### src/rtl/i2c_obs_pkg.sv
// Shared types for the passive I2C monitor.
package i2c_obs_pkg;

    // Event codes presented on evt_code.
    typedef enum logic [3:0] {
        EV_NONE    = 4'd0,
        EV_START   = 4'd1,
        EV_RSTART  = 4'd2,
        EV_STOP    = 4'd3,
        EV_ACK     = 4'd4,
        EV_NACK    = 4'd5,
        EV_ADDR_RD = 4'd6,
        EV_ADDR_WR = 4'd7,
        EV_DATA_RD = 4'd8,
        EV_DATA_WR = 4'd9
    } evt_code_t;

    // Decoder phase.
    typedef enum logic [1:0] {
        ST_IDLE,
        ST_ADDR,
        ST_ACK,
        ST_DATA
    } mon_state_t;

    // Line activity seen in one synchronized sample.
    typedef struct packed {
        logic rise;     // SCL went 0 -> 1
        logic start_c;  // SDA fell, SCL high before and now
        logic stop_c;   // SDA rose, SCL high before and now
        logic sda;      // current synchronized SDA level
    } line_evt_t;

endpackage

### src/rtl/i2c_obs_sync.sv
// Synchronizes SCL and SDA and derives per-sample line activity.
// Assumes: both lines idle high; STAGES >= 2. Start/stop require SCL high in
// the previous and current sample, so an SCL rise always wins over an SDA change.
module i2c_obs_sync
    import i2c_obs_pkg::*;
#(
    parameter int STAGES = 2
) (
    input  logic      clk,
    input  logic      rst_n,
    input  logic      scl_raw,
    input  logic      sda_raw,
    output line_evt_t line_ev
);
    localparam int NL = 2;   // index 0 = SCL, 1 = SDA

    logic [NL-1:0] raw;
    logic [NL-1:0] cur;
    logic [NL-1:0] prev;

    assign raw = {sda_raw, scl_raw};

    for (genvar g = 0; g < NL; g++) begin : g_line
        logic [STAGES-1:0] stg;
        // Shift chain moving the asynchronous level into the clock domain.
        always_ff @(posedge clk) begin
            if (!rst_n) stg <= '1;
            else        stg <= {stg[STAGES-2:0], raw[g]};
        end
        assign cur[g] = stg[STAGES-1];
    end

    // Hold the previous synchronized sample for edge detection.
    always_ff @(posedge clk) begin
        if (!rst_n) prev <= '1;
        else        prev <= cur;
    end

    // Classify the transition between the previous and current sample.
    always_comb begin
        line_ev.rise    = cur[0] & ~prev[0];
        line_ev.start_c = cur[0] & prev[0] & prev[1] & ~cur[1];
        line_ev.stop_c  = cur[0] & prev[0] & ~prev[1] & cur[1];
        line_ev.sda     = cur[1];
    end
endmodule

### src/rtl/i2c_obs_decode.sv
// Protocol state machine: finds start/stop, assembles bytes, tags them with
// role and direction, reports acknowledges. Registered event outputs.
// Assumes one line_ev per clock; hit_* pulses are combinational for the meter.
module i2c_obs_decode
    import i2c_obs_pkg::*;
#(
    parameter int DW = 8
) (
    input  logic          clk,
    input  logic          rst_n,
    input  line_evt_t     line_ev,
    input  logic          addr_shift,
    output logic          evt_valid,
    output logic [3:0]    evt_code,
    output logic [DW-1:0] evt_byte,
    output logic          hit_start,
    output logic          hit_bit,
    output logic          hit_stop
);
    localparam int BCW = $clog2(DW);
    localparam logic [BCW-1:0] LAST_BIT = BCW'(DW - 1);

    mon_state_t    state, state_n;
    logic [DW-1:0] shreg, shreg_n;
    logic [BCW-1:0] bcnt, bcnt_n;
    logic          dir_rd, dir_rd_n;
    logic          ev_v_n;
    evt_code_t     code_n;
    logic [DW-1:0] byte_n;
    logic [DW-1:0] full;
    logic          take_bit;

    assign full = {shreg[DW-2:0], line_ev.sda};

    // Next-state, byte assembly and event selection.
    always_comb begin
        state_n   = state;
        shreg_n   = shreg;
        bcnt_n    = bcnt;
        dir_rd_n  = dir_rd;
        ev_v_n    = 1'b0;
        code_n    = EV_NONE;
        byte_n    = '0;
        hit_start = 1'b0;
        hit_stop  = 1'b0;
        take_bit  = 1'b0;
        unique case (state)
            ST_IDLE: begin
                if (line_ev.start_c) begin
                    ev_v_n    = 1'b1;
                    code_n    = EV_START;
                    state_n   = ST_ADDR;
                    bcnt_n    = '0;
                    hit_start = 1'b1;
                end
            end
            ST_ADDR: begin
                take_bit = line_ev.rise;
            end
            ST_ACK: begin
                if (line_ev.rise) begin
                    ev_v_n  = 1'b1;
                    code_n  = line_ev.sda ? EV_NACK : EV_ACK;
                    state_n = ST_DATA;
                    bcnt_n  = '0;
                end
            end
            ST_DATA: begin
                if (line_ev.rise) begin
                    take_bit = 1'b1;
                end else if (line_ev.start_c) begin
                    ev_v_n    = 1'b1;
                    code_n    = EV_RSTART;
                    state_n   = ST_ADDR;
                    bcnt_n    = '0;
                    hit_start = 1'b1;
                end else if (line_ev.stop_c) begin
                    ev_v_n   = 1'b1;
                    code_n   = EV_STOP;
                    state_n  = ST_IDLE;
                    hit_stop = 1'b1;
                end
            end
            default: state_n = ST_IDLE;
        endcase

        if (take_bit) begin
            shreg_n = full;
            if (bcnt == LAST_BIT) begin
                bcnt_n  = '0;
                state_n = ST_ACK;
                ev_v_n  = 1'b1;
                if (state == ST_ADDR) begin
                    dir_rd_n = full[0];
                    code_n   = full[0] ? EV_ADDR_RD : EV_ADDR_WR;
                    byte_n   = addr_shift ? {1'b0, full[DW-1:1]} : full;
                end else begin
                    code_n = dir_rd ? EV_DATA_RD : EV_DATA_WR;
                    byte_n = full;
                end
            end else begin
                bcnt_n = bcnt + 1'b1;
            end
        end
    end

    assign hit_bit = take_bit;

    // Decoder state registers.
    always_ff @(posedge clk) begin
        if (!rst_n) begin
            state  <= ST_IDLE;
            shreg  <= '0;
            bcnt   <= '0;
            dir_rd <= 1'b0;
        end else begin
            state  <= state_n;
            shreg  <= shreg_n;
            bcnt   <= bcnt_n;
            dir_rd <= dir_rd_n;
        end
    end

    // Registered event outputs.
    always_ff @(posedge clk) begin
        if (!rst_n) begin
            evt_valid <= 1'b0;
            evt_code  <= EV_NONE;
            evt_byte  <= '0;
        end else begin
            evt_valid <= ev_v_n;
            evt_code  <= code_n;
            evt_byte  <= byte_n;
        end
    end
endmodule

### src/rtl/i2c_obs_meter.sv
// Counts sampled bits and clock cycles of one transfer, saturating.
// Assumes hit_start, hit_bit and hit_stop are mutually exclusive.
module i2c_obs_meter #(
    parameter int CNT_W = 32
) (
    input  logic             clk,
    input  logic             rst_n,
    input  logic             hit_start,
    input  logic             hit_bit,
    input  logic             hit_stop,
    output logic             xfer_valid,
    output logic [CNT_W-1:0] xfer_bits,
    output logic [CNT_W-1:0] xfer_cycles
);
    localparam logic [CNT_W-1:0] CNT_MAX = '1;

    logic             active;
    logic [CNT_W-1:0] run_bits;
    logic [CNT_W-1:0] run_cyc;

    function automatic logic [CNT_W-1:0] sat_inc(input logic [CNT_W-1:0] v);
        return (v == CNT_MAX) ? v : v + 1'b1;
    endfunction

    // Running counters; the detection cycle of the start counts as one.
    always_ff @(posedge clk) begin
        if (!rst_n) begin
            active   <= 1'b0;
            run_bits <= '0;
            run_cyc  <= '0;
        end else if (hit_start) begin
            active   <= 1'b1;
            run_bits <= '0;
            run_cyc  <= CNT_W'(1);
        end else if (active) begin
            run_cyc <= sat_inc(run_cyc);
            if (hit_bit) run_bits <= sat_inc(run_bits);
            if (hit_stop) active <= 1'b0;
        end
    end

    // Report the totals in the cycle of the stop event.
    always_ff @(posedge clk) begin
        if (!rst_n) begin
            xfer_valid  <= 1'b0;
            xfer_bits   <= '0;
            xfer_cycles <= '0;
        end else begin
            xfer_valid <= hit_stop;
            if (hit_stop) begin
                xfer_bits   <= run_bits;
                xfer_cycles <= sat_inc(run_cyc);
            end
        end
    end
endmodule

### src/rtl/i2c_observer.sv
// Top of the passive I2C monitor: synchronizer, decoder and transfer meter.
// Assumes addr_shift is static while an address byte is received.
module i2c_observer #(
    parameter int STAGES = 2,
    parameter int DW     = 8,
    parameter int CNT_W  = 32
) (
    input  logic             clk,
    input  logic             rst_n,
    input  logic             scl_in,
    input  logic             sda_in,
    input  logic             addr_shift,
    output logic             evt_valid,
    output logic [3:0]       evt_code,
    output logic [DW-1:0]    evt_byte,
    output logic             xfer_valid,
    output logic [CNT_W-1:0] xfer_bits,
    output logic [CNT_W-1:0] xfer_cycles
);
    i2c_obs_pkg::line_evt_t line_ev;
    logic hit_start, hit_bit, hit_stop;

    i2c_obs_sync #(.STAGES(STAGES)) u_sync (
        .clk     (clk),
        .rst_n   (rst_n),
        .scl_raw (scl_in),
        .sda_raw (sda_in),
        .line_ev (line_ev)
    );

    i2c_obs_decode #(.DW(DW)) u_decode (
        .clk        (clk),
        .rst_n      (rst_n),
        .line_ev    (line_ev),
        .addr_shift (addr_shift),
        .evt_valid  (evt_valid),
        .evt_code   (evt_code),
        .evt_byte   (evt_byte),
        .hit_start  (hit_start),
        .hit_bit    (hit_bit),
        .hit_stop   (hit_stop)
    );

    i2c_obs_meter #(.CNT_W(CNT_W)) u_meter (
        .clk         (clk),
        .rst_n       (rst_n),
        .hit_start   (hit_start),
        .hit_bit     (hit_bit),
        .hit_stop    (hit_stop),
        .xfer_valid  (xfer_valid),
        .xfer_bits   (xfer_bits),
        .xfer_cycles (xfer_cycles)
    );
endmodule

### config.mk
export PLATFORM = sky130hd
export DESIGN_NAME = i2c_observer
export DESIGN_NICKNAME = d
export VERILOG_FILES = /design/src/rtl/i2c_obs_pkg.sv /design/src/rtl/i2c_obs_sync.sv /design/src/rtl/i2c_obs_decode.sv /design/src/rtl/i2c_obs_meter.sv /design/src/rtl/i2c_observer.sv
export SDC_FILE = /design/constraint.sdc
export NUM_CORES = 1
export LEC_CHECK = 0
export CORE_MARGIN = 2
export CORE_UTILIZATION = 61
export CTS_CLUSTER_SIZE = 40
export DETAILED_ROUTE_END_ITERATION = 8
export GPL_TIMING_DRIVEN = 0
export PLACE_DENSITY_LB_ADDON = 0.15
export SLEW_MARGIN = 20
export SYNTH_ARGS = -nofsm -noshare
export SYNTH_HDL_FRONTEND = slang
export SYNTH_SLANG_ARGS = --single-unit
### constraint.sdc
create_clock -name clk -period 5.7 [get_ports clk]
set_input_delay 0.57 -clock clk [delete_from_list [all_inputs] [get_ports clk]]
set_output_delay 0.57 -clock clk [all_outputs]
set_load 0.01 [all_outputs]
### Yosys cells after proc, flatten, opt, wreduce, memory -nomap -nowiden

Cells that the tools add are included.
W data, S select, Z words.

| cells by class | value |
|---|---|
| reductions and logical operators | 8 |
| $add $sub $neg | 3 |
| muxes and demuxes | 48 |
| eq/ne operators | 8 |
| bitwise operators | 11 |

Operator list:

| operator | number |
|---|---|
| $add A32 B1 Y32 const B | 2 |
| $eq A32 B32 Y1 const B | 2 |
| $mux W32 | 1 |
| $mux W4 | 6 |
| $mux W1 | 20 |
| $mux W2 | 8 |
| $mux W8 | 2 |
| $mux W3 | 5 |
| $pmux W4 S3 | 1 |
| $reduce_and A3 Y1 | 4 |
| $pmux W3 S3 | 1 |
| $and A1 B1 Y1 | 6 |
| $pmux W2 S3 | 1 |
| $not A1 Y1 | 5 |
| $eq A2 B2 Y1 const B | 2 |
| $pmux W1 S2 | 2 |
| $reduce_bool A4 Y1 | 1 |
| $add A3 B1 Y3 const B | 1 |
| $eq A3 B3 Y1 const B | 1 |
| $ne A3 B2 Y1 const B | 1 |
| $ne A3 B3 Y1 const B | 1 |
| $pmux W1 S3 | 1 |
| $eq A2 B1 Y1 const B | 1 |
| $logic_not A2 Y1 | 1 |
| other kinds (2) | 2 |

| storage, ports and cells | value |
|---|---|
| bits in registers | 162 |
| bits of input ports | 5 |
| output and inout bits | 78 |
| logic and storage cells | 95 |

### Depth between registers and ports, before layout

| depth | value |
|---|---|
| depth in word-level cells | 10 |
| mapped depth | 9 |
| depth with buffers taken out | 7 |

### Cells and area by module

From an unflattened synthesis, not the netlist that was laid out.

| unflattened totals | value |
|---|---|
| cells, all modules | 864 |
| area total of the unflattened synthesis | 7413.4 um^2 |

By module, submodules not included:

| module | instances | area each (um^2) | cells an instance | seq. area each (um^2) |
|---|---|---|---|---|
| i2c_obs_meter | 1 | 5950.7 | 696 | 2602.5 |
| i2c_obs_decode | 1 | 1271.2 | 152 | 520.5 |
| i2c_obs_sync | 1 | 191.4 | 16 | 120.1 |

### Worst setup path before layout

Ideal clock, no wire load.

| timing | value |
|---|---|
| kind | reg2reg |
| start point | register u_meter.run_cyc[0] |
| end point | register u_meter.run_cyc[22] |
| data required time | 5630 ps |
| clock period less this slack | 2374 ps |
| setup time | 70 ps |
| arrival | 2303 ps |
| slack | 3326 ps |
| cell stages (with the launch flop) | 9 |
| path buffers | 2 |
| path through | dfxtp_1 -> ha_1 -> nand3_1 -> clkbuf_1 -> or3_1 -> buf_6 -> or4_4 -> or3_1 -> a21oi_1 |

| between the ends | value |
|---|---|
| word-level cells in the longest chain between the ends | 2 |
| elaborated cells on any way between the ends | 3 |
| those cells by class | add/sub (1); eq/ne (1); mux (1) |

Ends and longest elaborated chain:

| what | line | RTL |
|---|---|---|
| start, declared | i2c_obs_meter.sv:19 | `logic [CNT_W-1:0] run_cyc;` |
| start signal, assigned | i2c_obs_meter.sv:36 | `run_cyc <= sat_inc(run_cyc);` |
| $add A32 B1 Y32 or $eq A32 B32 Y1 (tied branches) | i2c_obs_meter.sv:22 | `return (v == CNT_MAX) ? v : v + 1'b1;` |
| $mux W32 * | - |  |

Every way passes the cells marked *; elsewhere a longest branch is shown, timed or not.
A chain may end at the register's enable or synchronous reset.

### Worst setup path after layout

| timing | value |
|---|---|
| start point | register u_decode.state[1] |
| end point | register u_meter.run_bits[16] |

| between the ends | value |
|---|---|
| word-level cells in the longest chain between the ends | 3 |
| elaborated cells on any way between the ends | 7 |
| those cells by class | eq/ne (2); mux (2); reduce/logical (3) |

Ends and longest elaborated chain:

| what | line | RTL |
|---|---|---|
| start, declared | i2c_obs_decode.sv:23 | `mon_state_t state, state_n;` |
| start signal, assigned | i2c_obs_decode.sv:117 | `state <= state_n;` |
| $eq A2 B2 Y1, or another cell as far along | i2c_obs_decode.sv:47 | `unique case (state)` |
| $pmux W1 S2 | i2c_obs_decode.sv:47 |  |
| $reduce_and A3 Y1 (no source line) or $reduce_or A2 Y1 (tied branches) | - |  |
| end signal, assigned | i2c_obs_meter.sv:37 | `if (hit_bit) run_bits <= sat_inc(run_bits);` |
| end, declared | i2c_obs_meter.sv:18 | `logic [CNT_W-1:0] run_bits;` |

Parallel ways exist; a longest one is shown, timed or not.

==> results_dict.tcl <==
set metrics [dict create \
    outcome "finished with violations" \
    violations "design-rule violations" \
    grt_pass1_wl_mm 33.5 \
    cts_tree "built" \
    fin_crit_sh 0.573 \
    drv_cap 0 \
    grt_max_degree 17 \
    dr.max_layer_used "met4" \
    grt_pass1_vias 6743 \
    yosysWarnings 0 \
    antenna_found_initial 0 \
    vias 7594 \
    cp_data_required_time_ns 5.99 \
    synth_edf_count 0 \
    fin_tns_setup_ns 0 \
    post_cts_buffers 0 \
    grt_setup_unrepaired "no" \
    worstRegToRegCells 9 \
    hp-start "u_sync.g_line[1].stg[0]" \
    cp-start-kind "flop" \
    drive_gt1_frac 0.0578 \
    die_h_um 115 \
    clock.fmax_ghz 0.306 \
    clock-sinks 162 \
    rrSetupSlack_ns 2.44 \
    wl_per_cell_um 17.5 \
    wl_met2_mm 9.48 \
    hold_viol_final 0 \
    cts_max_level 4 \
    synthArstFlopShare 0 \
    viasPerCell 6.41 \
    worstReg2RegStart "u_decode.state[1]" \
    cp-end-kind "flop" \
    num_io_pins 83 \
    wl_mm 20.8 \
    gr-total-overflow 0 \
    area_growth_pct 21.9 \
    p_leak_nw 2.94 \
    insertion_delay_ns 0.43 \
    ys.flop_type "dfxtp_1" \
    clk_path_buf_depth 2 \
    clockRootBuffer "clkbuf_16" \
    hp-class "flop to flop" \
    synth_area_sq_mm 0.00750 \
    avgSynthCellArea_sq_um 8.10 \
    crit_fanout 10 \
    core_sq_mm 0.0120 \
    worstMarginPinSlew_ns 0.973 \
    firstDrtPassIters 8 \
    die_x_um 115 \
    syn_inst 926 \
    cts_made_buffers 17 \
    nNetsFinal 1038 \
    drt-initial-drc-count 831 \
    utilization 0.762 \
    maxSlewViolCount 0 \
    most-common-layout-cells "dfxtp_1, nand2_1, a21oi_1, clkdlybuf4s50_1, o21ai_0" \
    syn_nets 939 \
    setup_violations 0 \
    ctsResizeCount 0 \
    clk_pin_slew_worst_paths_ns 0.06 \
    start_util 0.625 \
    antenna_cells 0 \
    hold_depth 1 \
    dp_hpwl_mm 14.0 \
    ys_seq_area_frac 0.432 \
    rows 40 \
    slew_headroom 0.346 \
    p_per_area_mw_per_mm2 273 \
    ant_nets 0 \
    ir_drop_mv 0.202 \
    period_needed_ns 3.26 \
    met3_length_mm 1.72 \
    port_buffers 80 \
    grt_usage 0.318 \
    fin_worst_skew_ns 0.00898 \
    ys_types 55 \
    holdPathEnd "u_sync.g_line[1].stg[1]" \
    regToRegEndpoint "u_meter.run_bits[16]" \
    die_area_sq_mm 0.0132 \
    gp_congestion 0.929 \
    drcViolationCount 1 \
    final_common_cell "dfxtp_1" \
    worstSetupPathType "flop to flop" \
    worst_ep_arrival_time_ns 3.55 \
    ys_seq_elements 162 \
    cts_hold_buf 0 \
    met1_length_mm 9.08 \
]
==> worst max-delay path, stage by stage (launching register included) <==
cell	delay, ns
dfxtp_1	0.42
ha_1	0.19
clkbuf_1	0.30
nor2_1	0.15
nor3_1	0.32
nand2b_1	0.15
clkbuf_1	0.36
clkbuf_1	0.59
clkbuf_1	0.51
a21oi_1	0.11
==> layout make-up <==
class	instances	area, sq um
plain buffers	65	275
inverters	10	37.5
well taps	147	184
fillers	944	2860
repair buffers	80	801
multi-input cells	689	3950
flip-flops and latches	162	3240
clock inverters	9	174
clock buffers	23	488
==> sequential cells by signal, summed over array words and instances, names as in the netlist <==
name / flops
u_decode.state: 2
u_meter.active: 1
u_decode.evt_byte: 8
u_sync.prev: 2
u_meter.run_cyc: 32
u_sync.g_line.stg: 4
u_meter.xfer_valid: 1
u_decode.shreg: 7
u_decode.dir_rd: 1
u_decode.evt_valid: 1
u_decode.evt_code: 4
u_meter.xfer_cycles: 32
u_meter.run_bits: 32
u_decode.bcnt: 3
u_meter.xfer_bits: 32
==> metrics by stage <==
stage	std cells	hold slack, ns	total power, mW	instance area, sq um	worst slack, ns
floorplan	926	0.386	1.21	7500	3.33
global placement	1153	0.398	1.24	8490	2.60
detailed placement	1153	0.398	1.24	8490	2.62
CTS	1185	0.417	2.50	9150	2.51
global route	1185	0.447	2.55	9150	2.25
finish	1185	0.414	2.49	9150	2.44
==> logic make-up after synthesis <==
logic type	count (synthesis)	share of synthesized area
buffers and inverters	75	0.0417
AOI/OAI and AO/OA	265	0.206
and+or+nand+nor	392	0.277
DFF	162	0.432
xor gates and xnor gates	15	0.0175
muxes	9	0.0120
adders and majority gates	8	0.0133
==> worst max path at each step <==
stage,depth (start not counted),endpoint,startpoint,slack [ns]
after floorplan,8,u_meter.run_cyc[22],u_meter.run_cyc[0],3.33
after global placement,9,u_meter.run_bits[14],u_decode.state[1],2.60
after detailed placement,9,u_meter.run_bits[20],u_decode.state[1],2.62
after CTS,9,u_meter.run_bits[16],u_decode.state[1],2.51
after global routing,9,u_meter.run_bits[16],u_decode.state[1],2.25
final,9,u_meter.run_bits[16],u_decode.state[1],2.44
==> synthesized netlist by cell type, drive strengths merged (2+ instances only) <==
| cell | number | area [sq um] |
|---|---|---|
| clkbuf | 53 | 200 |
| and3 | 12 | 75.1 |
| o31ai | 25 | 188 |
| nor4 | 13 | 96.3 |
| ha | 8 | 100 |
| and4 | 13 | 114 |
| a211o | 4 | 35.0 |
| and2 | 6 | 37.5 |
| xnor2 | 9 | 78.8 |
| a211oi | 9 | 67.6 |
| nand2b | 17 | 106 |
| a31o | 2 | 17.5 |
| dfxtp | 162 | 3240 |
| o211ai | 6 | 45.0 |
| or2 | 10 | 62.6 |
| o21a | 5 | 37.5 |
| nand3 | 39 | 195 |
| buf | 12 | 75.1 |
| mux2i | 9 | 90.1 |
| xor2 | 6 | 52.6 |
| nand2 | 142 | 533 |
| nor2 | 32 | 120 |
| o21ai | 70 | 350 |
| o31a | 5 | 43.8 |
| a41o | 2 | 20.0 |
| or4 | 29 | 225 |
| a31oi | 23 | 144 |
| nor3 | 16 | 80.1 |
| a21oi | 106 | 531 |
| inv | 9 | 33.8 |
| nor4b | 2 | 23.8 |
| nand4 | 24 | 171 |
| or3 | 33 | 206 |
==> power by group <==
| group | internal, mW | switching (mW) |
|---|---|---|
| clock | 0.823 | 0.449 |
| sequential | 1.14 | 0.00502 |
| combinational | 0.0207 | 0.0599 |
==> per-layer routing <==
layer / track usage / vias up
met5: 0 / -
met2: 0.499 / 370
met3: 0.0611 / 48
met1: 0.432 / 3578
met4: 0.134 / 0
li1: - / 3598
No activity file was read; power rests on OpenSTA's default activity.
